**src/rtl/sram_ctrl_pkg.sv**
```systemverilog
`timescale 1ns/1ps
package sram_ctrl_pkg;

  typedef enum logic [2:0] {
    ST_PWR  = 3'd0,
    ST_IDLE = 3'd1,
    ST_RD   = 3'd2,
    ST_FLT  = 3'd3,
    ST_WP   = 3'd4,
    ST_WREC = 3'd5
  } ctl_state_e;

  function automatic int cdiv(input int num, input int den);
    return (num + den - 1) / den;
  endfunction

  function automatic int imax(input int a, input int b);
    return (a > b) ? a : b;
  endfunction

endpackage

```
**src/rtl/sram_ctrl_timer.sv**
```systemverilog
`timescale 1ns/1ps
module sram_ctrl_timer #(
  parameter int CW       = 4,
  parameter int INIT_VAL = 0
) (
  input  logic          clk,
  input  logic          rst_n,
  input  logic          load,
  input  logic [CW-1:0] load_val,
  output logic [CW-1:0] cnt,
  output logic          zero
);

  always_ff @(posedge clk or negedge rst_n) begin
    if (!rst_n)           cnt <= CW'(INIT_VAL);
    else if (load)        cnt <= load_val;
    else if (cnt != '0)   cnt <= cnt - 1'b1;
  end

  assign zero = (cnt == '0);

endmodule

```
**src/rtl/sram_ctrl_fsm.sv**
```systemverilog
`timescale 1ns/1ps
module sram_ctrl_fsm
  import sram_ctrl_pkg::*;
#(
  parameter int CYC_LEN = 8,
  parameter int RD_LEN  = 8,
  parameter int FLT_LEN = 3,
  parameter int WP_LEN  = 5,
  parameter int REC_LEN = 3,
  parameter int DH_LEN  = 1,
  parameter int CW      = 4
) (
  input  logic clk,
  input  logic rst_n,
  input  logic pwr_good,
  input  logic req_valid,
  input  logic req_write,
  output logic ready,
  output logic accept,
  output logic capture,
  output logic sel_nxt,
  output logic oe_nxt,
  output logic we_nxt,
  output logic drive_nxt
);

  ctl_state_e    st_q, st_d;
  logic          ld;
  logic [CW-1:0] ld_val;
  logic [CW-1:0] cnt_q;
  logic          cnt_zero;

  sram_ctrl_timer #(.CW(CW), .INIT_VAL(CYC_LEN - 1)) u_timer (
    .clk      (clk),
    .rst_n    (rst_n),
    .load     (ld),
    .load_val (ld_val),
    .cnt      (cnt_q),
    .zero     (cnt_zero)
  );

  always_ff @(posedge clk or negedge rst_n) begin
    if (!rst_n) st_q <= ST_PWR;
    else        st_q <= st_d;
  end

  assign ready = (st_q == ST_IDLE) && pwr_good;

  always_comb begin
    st_d    = st_q;
    ld      = 1'b0;
    ld_val  = '0;
    accept  = 1'b0;
    capture = 1'b0;
    if (!pwr_good) begin
      st_d   = ST_PWR;
      ld     = 1'b1;
      ld_val = CW'(CYC_LEN - 1);
    end else begin
      unique case (st_q)
        ST_PWR:  if (cnt_zero) st_d = ST_IDLE;
        ST_IDLE: if (req_valid) begin
          accept = 1'b1;
          ld     = 1'b1;
          if (req_write) begin
            st_d   = ST_WP;
            ld_val = CW'(WP_LEN - 1);
          end else begin
            st_d   = ST_RD;
            ld_val = CW'(RD_LEN - 1);
          end
        end
        ST_RD: if (cnt_zero) begin
          capture = 1'b1;
          st_d    = ST_FLT;
          ld      = 1'b1;
          ld_val  = CW'(FLT_LEN - 1);
        end
        ST_FLT: if (cnt_zero) st_d = ST_IDLE;
        ST_WP: if (cnt_zero) begin
          st_d   = ST_WREC;
          ld     = 1'b1;
          ld_val = CW'(REC_LEN - 1);
        end
        ST_WREC: if (cnt_zero) st_d = ST_IDLE;
        default: st_d = ST_PWR;
      endcase
    end
  end

  // strobe levels for the cycle that follows the coming edge
  always_comb begin
    sel_nxt   = (st_d == ST_RD) || (st_d == ST_WP) || (st_d == ST_WREC);
    oe_nxt    = (st_d == ST_RD);
    we_nxt    = (st_d == ST_WP);
    drive_nxt = 1'b0;
    if (st_d == ST_WP) begin
      drive_nxt = 1'b1;
    end else if (st_d == ST_WREC) begin
      if (st_q == ST_WP) drive_nxt = (DH_LEN > 0);
      else               drive_nxt = ((REC_LEN - int'(cnt_q)) < DH_LEN);
    end
  end

endmodule

```
**src/rtl/sram_ctrl_phy.sv**
```systemverilog
`timescale 1ns/1ps
module sram_ctrl_phy #(
  parameter int ADDR_W = 13,
  parameter int DATA_W = 8
) (
  input  logic              clk,
  input  logic              rst_n,
  input  logic              accept,
  input  logic              capture,
  input  logic              sel_nxt,
  input  logic              oe_nxt,
  input  logic              we_nxt,
  input  logic              drive_nxt,
  input  logic [ADDR_W-1:0] req_addr,
  input  logic [DATA_W-1:0] req_wdata,
  input  logic [DATA_W-1:0] mem_dq_in,
  output logic [ADDR_W-1:0] mem_addr,
  output logic              mem_cs_n,
  output logic              mem_cs,
  output logic              mem_we_n,
  output logic              mem_oe_n,
  output logic [DATA_W-1:0] mem_dq_out,
  output logic              mem_dq_oe,
  output logic              rsp_valid,
  output logic [DATA_W-1:0] rsp_rdata
);

  always_ff @(posedge clk or negedge rst_n) begin
    if (!rst_n) begin
      mem_addr   <= '0;
      mem_dq_out <= '0;
    end else if (accept) begin
      mem_addr   <= req_addr;
      mem_dq_out <= req_wdata;
    end
  end

  always_ff @(posedge clk or negedge rst_n) begin
    if (!rst_n) begin
      mem_cs_n  <= 1'b1;
      mem_cs    <= 1'b0;
      mem_we_n  <= 1'b1;
      mem_oe_n  <= 1'b1;
      mem_dq_oe <= 1'b0;
    end else begin
      mem_cs_n  <= ~sel_nxt;
      mem_cs    <= sel_nxt;
      mem_we_n  <= ~we_nxt;
      mem_oe_n  <= ~oe_nxt;
      mem_dq_oe <= drive_nxt;
    end
  end

  always_ff @(posedge clk or negedge rst_n) begin
    if (!rst_n) begin
      rsp_valid <= 1'b0;
      rsp_rdata <= '0;
    end else begin
      rsp_valid <= capture;
      if (capture) rsp_rdata <= mem_dq_in;
    end
  end

endmodule

```
**src/rtl/sram_async_port.sv**
```systemverilog
`timescale 1ns/1ps
module sram_async_port
  import sram_ctrl_pkg::*;
#(
  parameter int CLK_PERIOD_NS = 20,
  parameter int ADDR_W        = 13,
  parameter int DATA_W        = 8,
  parameter int T_CYC_NS      = 150,
  parameter int T_ACC_NS      = 150,
  parameter int T_OE_NS       = 70,
  parameter int T_WP_NS       = 90,
  parameter int T_DS_NS       = 60,
  parameter int T_DH_NS       = 5,
  parameter int T_WR_NS       = 10,
  parameter int T_HZ_NS       = 50
) (
  input  logic              clk,
  input  logic              rst_n,
  input  logic              pwr_good,
  input  logic              req_valid,
  output logic              req_ready,
  input  logic              req_write,
  input  logic [ADDR_W-1:0] req_addr,
  input  logic [DATA_W-1:0] req_wdata,
  output logic              rsp_valid,
  output logic [DATA_W-1:0] rsp_rdata,
  output logic [ADDR_W-1:0] mem_addr,
  output logic              mem_cs_n,
  output logic              mem_cs,
  output logic              mem_we_n,
  output logic              mem_oe_n,
  output logic [DATA_W-1:0] mem_dq_out,
  output logic              mem_dq_oe,
  input  logic [DATA_W-1:0] mem_dq_in
);

  localparam int CYC_LEN = imax(1, cdiv(T_CYC_NS, CLK_PERIOD_NS));
  localparam int RD_LEN  = imax(1, imax(cdiv(T_ACC_NS, CLK_PERIOD_NS),
                                        cdiv(T_OE_NS, CLK_PERIOD_NS)));
  localparam int FLT_LEN = imax(imax(1, cdiv(T_HZ_NS, CLK_PERIOD_NS)), CYC_LEN - RD_LEN);
  localparam int WP_LEN  = imax(1, imax(cdiv(T_WP_NS, CLK_PERIOD_NS),
                                        cdiv(T_DS_NS, CLK_PERIOD_NS)));
  localparam int DH_LEN  = imax(1, cdiv(T_DH_NS, CLK_PERIOD_NS));
  localparam int REC_LEN = imax(imax(DH_LEN, imax(1, cdiv(T_WR_NS, CLK_PERIOD_NS))),
                                CYC_LEN - WP_LEN);
  localparam int MAX_LEN = imax(imax(CYC_LEN, RD_LEN), imax(imax(FLT_LEN, WP_LEN), REC_LEN));
  localparam int CW      = $clog2(MAX_LEN + 1);

  logic accept, capture;
  logic sel_nxt, oe_nxt, we_nxt, drive_nxt;

  sram_ctrl_fsm #(
    .CYC_LEN (CYC_LEN),
    .RD_LEN  (RD_LEN),
    .FLT_LEN (FLT_LEN),
    .WP_LEN  (WP_LEN),
    .REC_LEN (REC_LEN),
    .DH_LEN  (DH_LEN),
    .CW      (CW)
  ) u_fsm (
    .clk       (clk),
    .rst_n     (rst_n),
    .pwr_good  (pwr_good),
    .req_valid (req_valid),
    .req_write (req_write),
    .ready     (req_ready),
    .accept    (accept),
    .capture   (capture),
    .sel_nxt   (sel_nxt),
    .oe_nxt    (oe_nxt),
    .we_nxt    (we_nxt),
    .drive_nxt (drive_nxt)
  );

  sram_ctrl_phy #(.ADDR_W(ADDR_W), .DATA_W(DATA_W)) u_phy (
    .clk        (clk),
    .rst_n      (rst_n),
    .accept     (accept),
    .capture    (capture),
    .sel_nxt    (sel_nxt),
    .oe_nxt     (oe_nxt),
    .we_nxt     (we_nxt),
    .drive_nxt  (drive_nxt),
    .req_addr   (req_addr),
    .req_wdata  (req_wdata),
    .mem_dq_in  (mem_dq_in),
    .mem_addr   (mem_addr),
    .mem_cs_n   (mem_cs_n),
    .mem_cs     (mem_cs),
    .mem_we_n   (mem_we_n),
    .mem_oe_n   (mem_oe_n),
    .mem_dq_out (mem_dq_out),
    .mem_dq_oe  (mem_dq_oe),
    .rsp_valid  (rsp_valid),
    .rsp_rdata  (rsp_rdata)
  );

endmodule

```
**config.mk**
```make
export PLATFORM = sky130hd
export DESIGN_NAME = sram_async_port
export DESIGN_NICKNAME = d
export VERILOG_FILES = /design/src/rtl/sram_ctrl_pkg.sv /design/src/rtl/sram_ctrl_timer.sv /design/src/rtl/sram_ctrl_fsm.sv /design/src/rtl/sram_ctrl_phy.sv /design/src/rtl/sram_async_port.sv
export SDC_FILE = /design/constraint.sdc
export NUM_CORES = 1
export LEC_CHECK = 0
export ABC_AREA = 1
export BUFFER_PORTS_ARGS = -buffer_cell sky130_fd_sc_hd__buf_2
export CELL_PAD_IN_SITES_DETAIL_PLACEMENT = 1
export CELL_PAD_IN_SITES_GLOBAL_PLACEMENT = 2
export CORE_MARGIN = 3
export CORE_UTILIZATION = 27
export CTS_CLUSTER_SIZE = 16
export DETAILED_ROUTE_END_ITERATION = 8
export PLACE_DENSITY_LB_ADDON = 0.1
export SYNTH_ARGS = -nofsm -noshare
export SYNTH_HDL_FRONTEND = slang
export SYNTH_SLANG_ARGS = --single-unit
```
**constraint.sdc**
```tcl
create_clock -name clk -period 1.7 [get_ports clk]
set_input_delay 0.085 -clock clk [delete_from_list [all_inputs] [get_ports clk]]
set_output_delay 0.085 -clock clk [all_outputs]
set_load 0.01 [all_outputs]
```
# Word-level counts from Yosys, hierarchy flattened
# Cells that the tools add are included.
# op_classes
add_sub_neg	2
n_lt_le_gt_ge	1
eq_ne	8
muxes	25
bitwise_logic	3
reduce_logical	9
# op_table
operator	count
$lt 32x2->1 const B	1
$mux 3	6
$mux 4	4
$eq 3x3->1 const B	4
$pmux 3 s4	1
$mux 1	10
$eq 3x2->1 const B	3
$pmux 4 s2	1
$sub 2x4->5 const A	1
$logic_not 4->1	1
$mux 2	2
$reduce_bool 4->1	1
$sub 4x1->4 const B	1
$eq 3x1->1 const B	1
$logic_not 3->1	1
$not 1->1	3
$reduce_or 3->1	1
$logic_or 1x1->1	2
$pmux 1 s2	1
$reduce_bool 2->1	1
$reduce_or 2->1	1
$logic_and 1x1->1	1
# word_totals
register_bits	42
in_bits	34
output_inout_bits	36

# Depth between registers and ports, before layout
# depth
word_depth	8
mapped_depth	10
depth_no_buf	10

# Modules after synthesis
# From an unflattened synthesis, not the netlist that was laid out.
# unflattened
hier_cells	219
hier_area_um2	1839.3
# modules_own_cells
mod	instances	cells_per_inst	area_per_inst_um2	seq_area_each_um2
sram_ctrl_phy	1	132	1273.7	879.6
sram_ctrl_fsm	1	53	319.1	75.1
sram_ctrl_timer	1	34	246.5	103.8

# Worst setup path before layout
# Ideal clock, no wire load.
# synth_timing
path_kind	reg2reg
from	register u_fsm.u_timer.cnt[0]
to	register u_phy.rsp_rdata[0]
arrival_time_ns	1.343
required_time_ns	1.584
path_slack_ns	0.241
path_stages_with_launch	11
n_path_buf	0
cell_sequence	dfstp_2 > inv_1 > ha_1 > nand2_1 > nor2_4 > nand3_2 > inv_2 > nand2_4 > clkinv_4 > nand2_1 > nand2_1
# synth_via
elab_chain_cells	4
# synth_rtl
item	line	text
start: declaration	sram_ctrl_timer.sv:10	output logic [CW-1:0] cnt,
start signal: assignment	sram_ctrl_timer.sv:15	if (!rst_n) cnt <= CW'(INIT_VAL);
start signal: assignment	sram_ctrl_timer.sv:16	else if (load) cnt <= load_val;
start signal: assignment	sram_ctrl_timer.sv:17	else if (cnt != '0) cnt <= cnt - 1'b1;
$logic_not 4->1	sram_ctrl_timer.sv:20	assign zero = (cnt == '0);
$mux 1	sram_ctrl_fsm.sv:73	ST_RD: if (cnt_zero) begin
$mux 1	sram_ctrl_fsm.sv:60	unique case (st_q)
$mux 1	sram_ctrl_fsm.sv:55	if (!pwr_good) begin
named net capture	sram_async_port.sv:49	logic accept, capture;
end signal: assignment	sram_ctrl_phy.sv:60	if (capture) rsp_rdata <= mem_dq_in;
end: declaration	sram_ctrl_phy.sv:25	output logic [DATA_W-1:0] rsp_rdata
# The timed path passes the listed nets, and every way through them passes these cells.
# A chain may end at the register's enable or synchronous reset.

# Worst setup path in the final report
# layout_timing
from	register u_fsm.u_timer.cnt[0]
to	register u_phy.rsp_rdata[1]
# layout_via
elab_chain_cells	4
# layout_rtl
item	line
$logic_not 4->1	sram_ctrl_timer.sv:20
$mux 1	sram_ctrl_fsm.sv:73
$mux 1	sram_ctrl_fsm.sv:60
$mux 1	sram_ctrl_fsm.sv:55
# No other way between the ends.

==> impl_metrics.tcl <==
set metrics [dict create \
    numCtsBuffers 5 \
    seq_area_frac_synth_pct 55.8 \
    io_buffers 69 \
    timing.fmax_mhz 642 \
    grt_pass1_vias 1844 \
    r2r_start "u_fsm.u_timer.cnt[0]" \
    antenna_found_initial 0 \
    final-hold-violation-count 0 \
    post-place-cells 379 \
    vias 1670 \
    dr.pass1.iters 4 \
    first_iter_violations 41 \
    arrival_ns 1.75 \
    nets 338 \
    endpoint_kind "flip-flop" \
    antenna_left 0 \
    clk_latency_ns 0.29 \
    clock_power_share_pct 31.1 \
    syn_area_sq_um 1900 \
    layout_common_cells "nand2_1, buf_2, dfrtp_1, nand3_1, inv_1" \
    clk_pin_slew_ns 0.09 \
    power_frac_comb_pct 15.2 \
    drc_errors 0 \
    die_w_um 89.8 \
    clock-root-buffer "clkbuf_8" \
    ys_dominant_reg_cell "dfrtp_1" \
    htreeDepth 2 \
    rsz0062_at_grt "false" \
    period_share_pct 91.7 \
    slew_violations 0 \
    sw_frac_of_total_pct 28.1 \
    cts.path.max_buffers 2 \
    overflow 0 \
    wl_mm 5.15 \
    gp_congestion 0.708 \
    coreArea_sq_um 6570 \
    grt_pass1_wl_mm 8.94 \
    stdcell_count 396 \
    grt_max_degree 23 \
    setup_viol 0 \
    final_common_cell "nand2_1" \
    fin_skew_ns 0.00518 \
    cap_violations 0 \
    p_seq_share_pct 53.7 \
    post-dp-hpwl_mm 3.82 \
    outcome "finished clean" \
    fin_util_pct 38.2 \
    grt.total_usage_pct 13.4 \
    switching_power_uw 591 \
    viasPerCell 4.22 \
    cts_tree "built" \
    start_kind "flip-flop" \
    synth_warnings 0 \
    finalSetupTns_ns 0 \
    p_per_area_nw_per_um2 838 \
    initial_core_util_pct 28.9 \
    slew_headroom_pct 67.2 \
    drive_gt1_share_pct 36.0 \
    p_int_uw 1510 \
    p_leak_uw 0.00147 \
    hold_depth 3 \
    r2r_cells 10 \
    io_pins 70 \
    wl_per_cell_um 13.0 \
    yosys_register_bits 42 \
    rows 29 \
    floorplan.die_area_sq_um 8070 \
    syn-mean-instance-area_sq_um 8.62 \
    synth_nets 256 \
    ir_worst_vdd_mv 0.287 \
    numClockSinks 42 \
    crit_start "u_fsm.u_timer.cnt[0]" \
    die_y_um 89.8 \
    period_needed_ns 1.56 \
    rrSetupSlack_ns 0.14 \
    ys_types 23 \
    synth-edff-count 0 \
    crit_fanout 9 \
    syn_inst 220 \
    holdCritPathClass "in -> reg" \
    critPathCapture "u_phy.rsp_rdata[1]" \
    timing.rr.end "u_phy.rsp_rdata[1]" \
    syn_to_final_growth_pct 32.3 \
    async_flop_share_pct 100 \
    worstMarginPinSlew_ns 0.492 \
    antenna_cells 0 \
    fin_hold_ws_ns 0.00798 \
    cp.required_ns 1.89 \
    path_class "reg -> reg" \
]
==> power groups by stage <==
| stage | logic [uW] | registers (uW) | clock network [uW] |
|---|---|---|---|
| 5_1_grt | 367 | 1140 | 712 |
| 6_report | 319 | 1130 | 654 |
| 3_3_place_gp | 314 | 1150 | 0 |
| 4_1_cts | 326 | 1130 | 685 |
| 2_1_floorplan | 109 | 1180 | 0 |
| 3_5_place_dp | 313 | 1150 | 0 |
==> final cells by class <==
cell class	instances	area (sq um)
Fill cell	816	4060
Sequential cell	42	1060
Multi-Input combinational cell	151	703
Timing Repair Buffer	83	468
Tap cell	93	116
Inverter	19	76.3
Clock buffer	6	72.6
Clock inverter	2	13.8
==> cell families (layout without fill, tap and decap cells) <==
kind of cell | Yosys count | in the layout | share of synthesized area (%)
adders and majority gates | 2 | 2 | 1.32
and+or+nand+nor | 141 | 141 | 33.0
buffers and inverters | 27 | 110 | 7.39
DFF | 42 | 42 | 55.8
AOI/OAI and AO/OA | 8 | 8 | 2.51
==> sequential cells by signal (all words and copies together) (netlist names) <==
signal	count
u_fsm.u_timer.cnt	4
u_phy.mem_dq_out	8
u_phy.mem_cs_n	1
u_phy.mem_cs	1
u_phy.rsp_valid	1
u_fsm.st_q	3
u_phy.mem_oe_n	1
u_phy.mem_dq_oe	1
u_phy.mem_addr	13
u_phy.mem_we_n	1
u_phy.rsp_rdata	8
==> critical path, cell delays in order (launching register included) <==
cell     delay, ns
dfstp_2       0.38
inv_1         0.09
ha_2          0.22
nand2_2       0.08
nor2_4        0.15
nand3_2       0.11
inv_2         0.08
nand2_4       0.09
buf_4         0.15
nand2_1       0.05
nand2_1       0.05
==> worst min path at each step <==
stage | from | endpoint | slack (ns)
after floorplan | rst_n | u_fsm.st_q[0] | -0.21
after global placement | rst_n | u_phy.rsp_valid | 0.08
after detailed placement | rst_n | u_phy.rsp_valid | 0.08
after CTS | mem_dq_in[4] | u_phy.rsp_rdata[4] | 0.003
after global routing | mem_dq_in[4] | u_phy.rsp_rdata[4] | 0.01
final | mem_dq_in[4] | u_phy.rsp_rdata[4] | 0.008
==> per-stage QoR <==
| step | area, sq um | total power [uW] | setup slack [ns] |
|---|---|---|---|
| final | 2510 | 2100 | 0.142 |
| after floorplan | 1900 | 1290 | 0.241 |
| after CTS | 2490 | 2140 | 0.0435 |
| after detailed placement | 2330 | 1460 | 0.0651 |
| after global routing | 2510 | 2220 | 0.0348 |
| after global placement | 2330 | 1460 | 0.134 |
==> per-layer routing <==
metal / track usage (%) / vias up / part of all wire, %
met5: 0 / - / 0
met4: 3.83 / 0 / 1.4
met1: 17.2 / 761 / 47
met2: 21.2 / 48 / 44
li1: - / 853 / -
met3: 5.18 / 8 / 7.8
==> cell usage after synthesis (3+ instances only) <==
| cell | instances | area share (%) |
|---|---|---|
| o21ai_0 | 3 | 0.79 |
| nand3_1 | 28 | 7.4 |
| inv_1 | 11 | 2.2 |
| nand2_1 | 89 | 18 |
| nor2_1 | 8 | 1.6 |
| nor3_1 | 4 | 1.1 |
| nand4_1 | 3 | 0.99 |
| dfstp_2 | 6 | 8.3 |
| nand3_2 | 3 | 1.6 |
| inv_2 | 7 | 1.4 |
| buf_4 | 3 | 1.2 |
| dfrtp_1 | 36 | 47 |
| buf_6 | 3 | 1.8 |
==> what timing repair did <==
| action | in CTS | in global routing |
|---|---|---|
| endpoints found under the hold margin | 26 | 0 |
| endpoints found under the setup margin | 0 | 8 |
| buffers inserted | 0 | 2 |
| gates resized for setup | 0 | 2 |
| hold buffers | 7 | 0 |
Note: power is estimated with default switching activity, not from simulation.
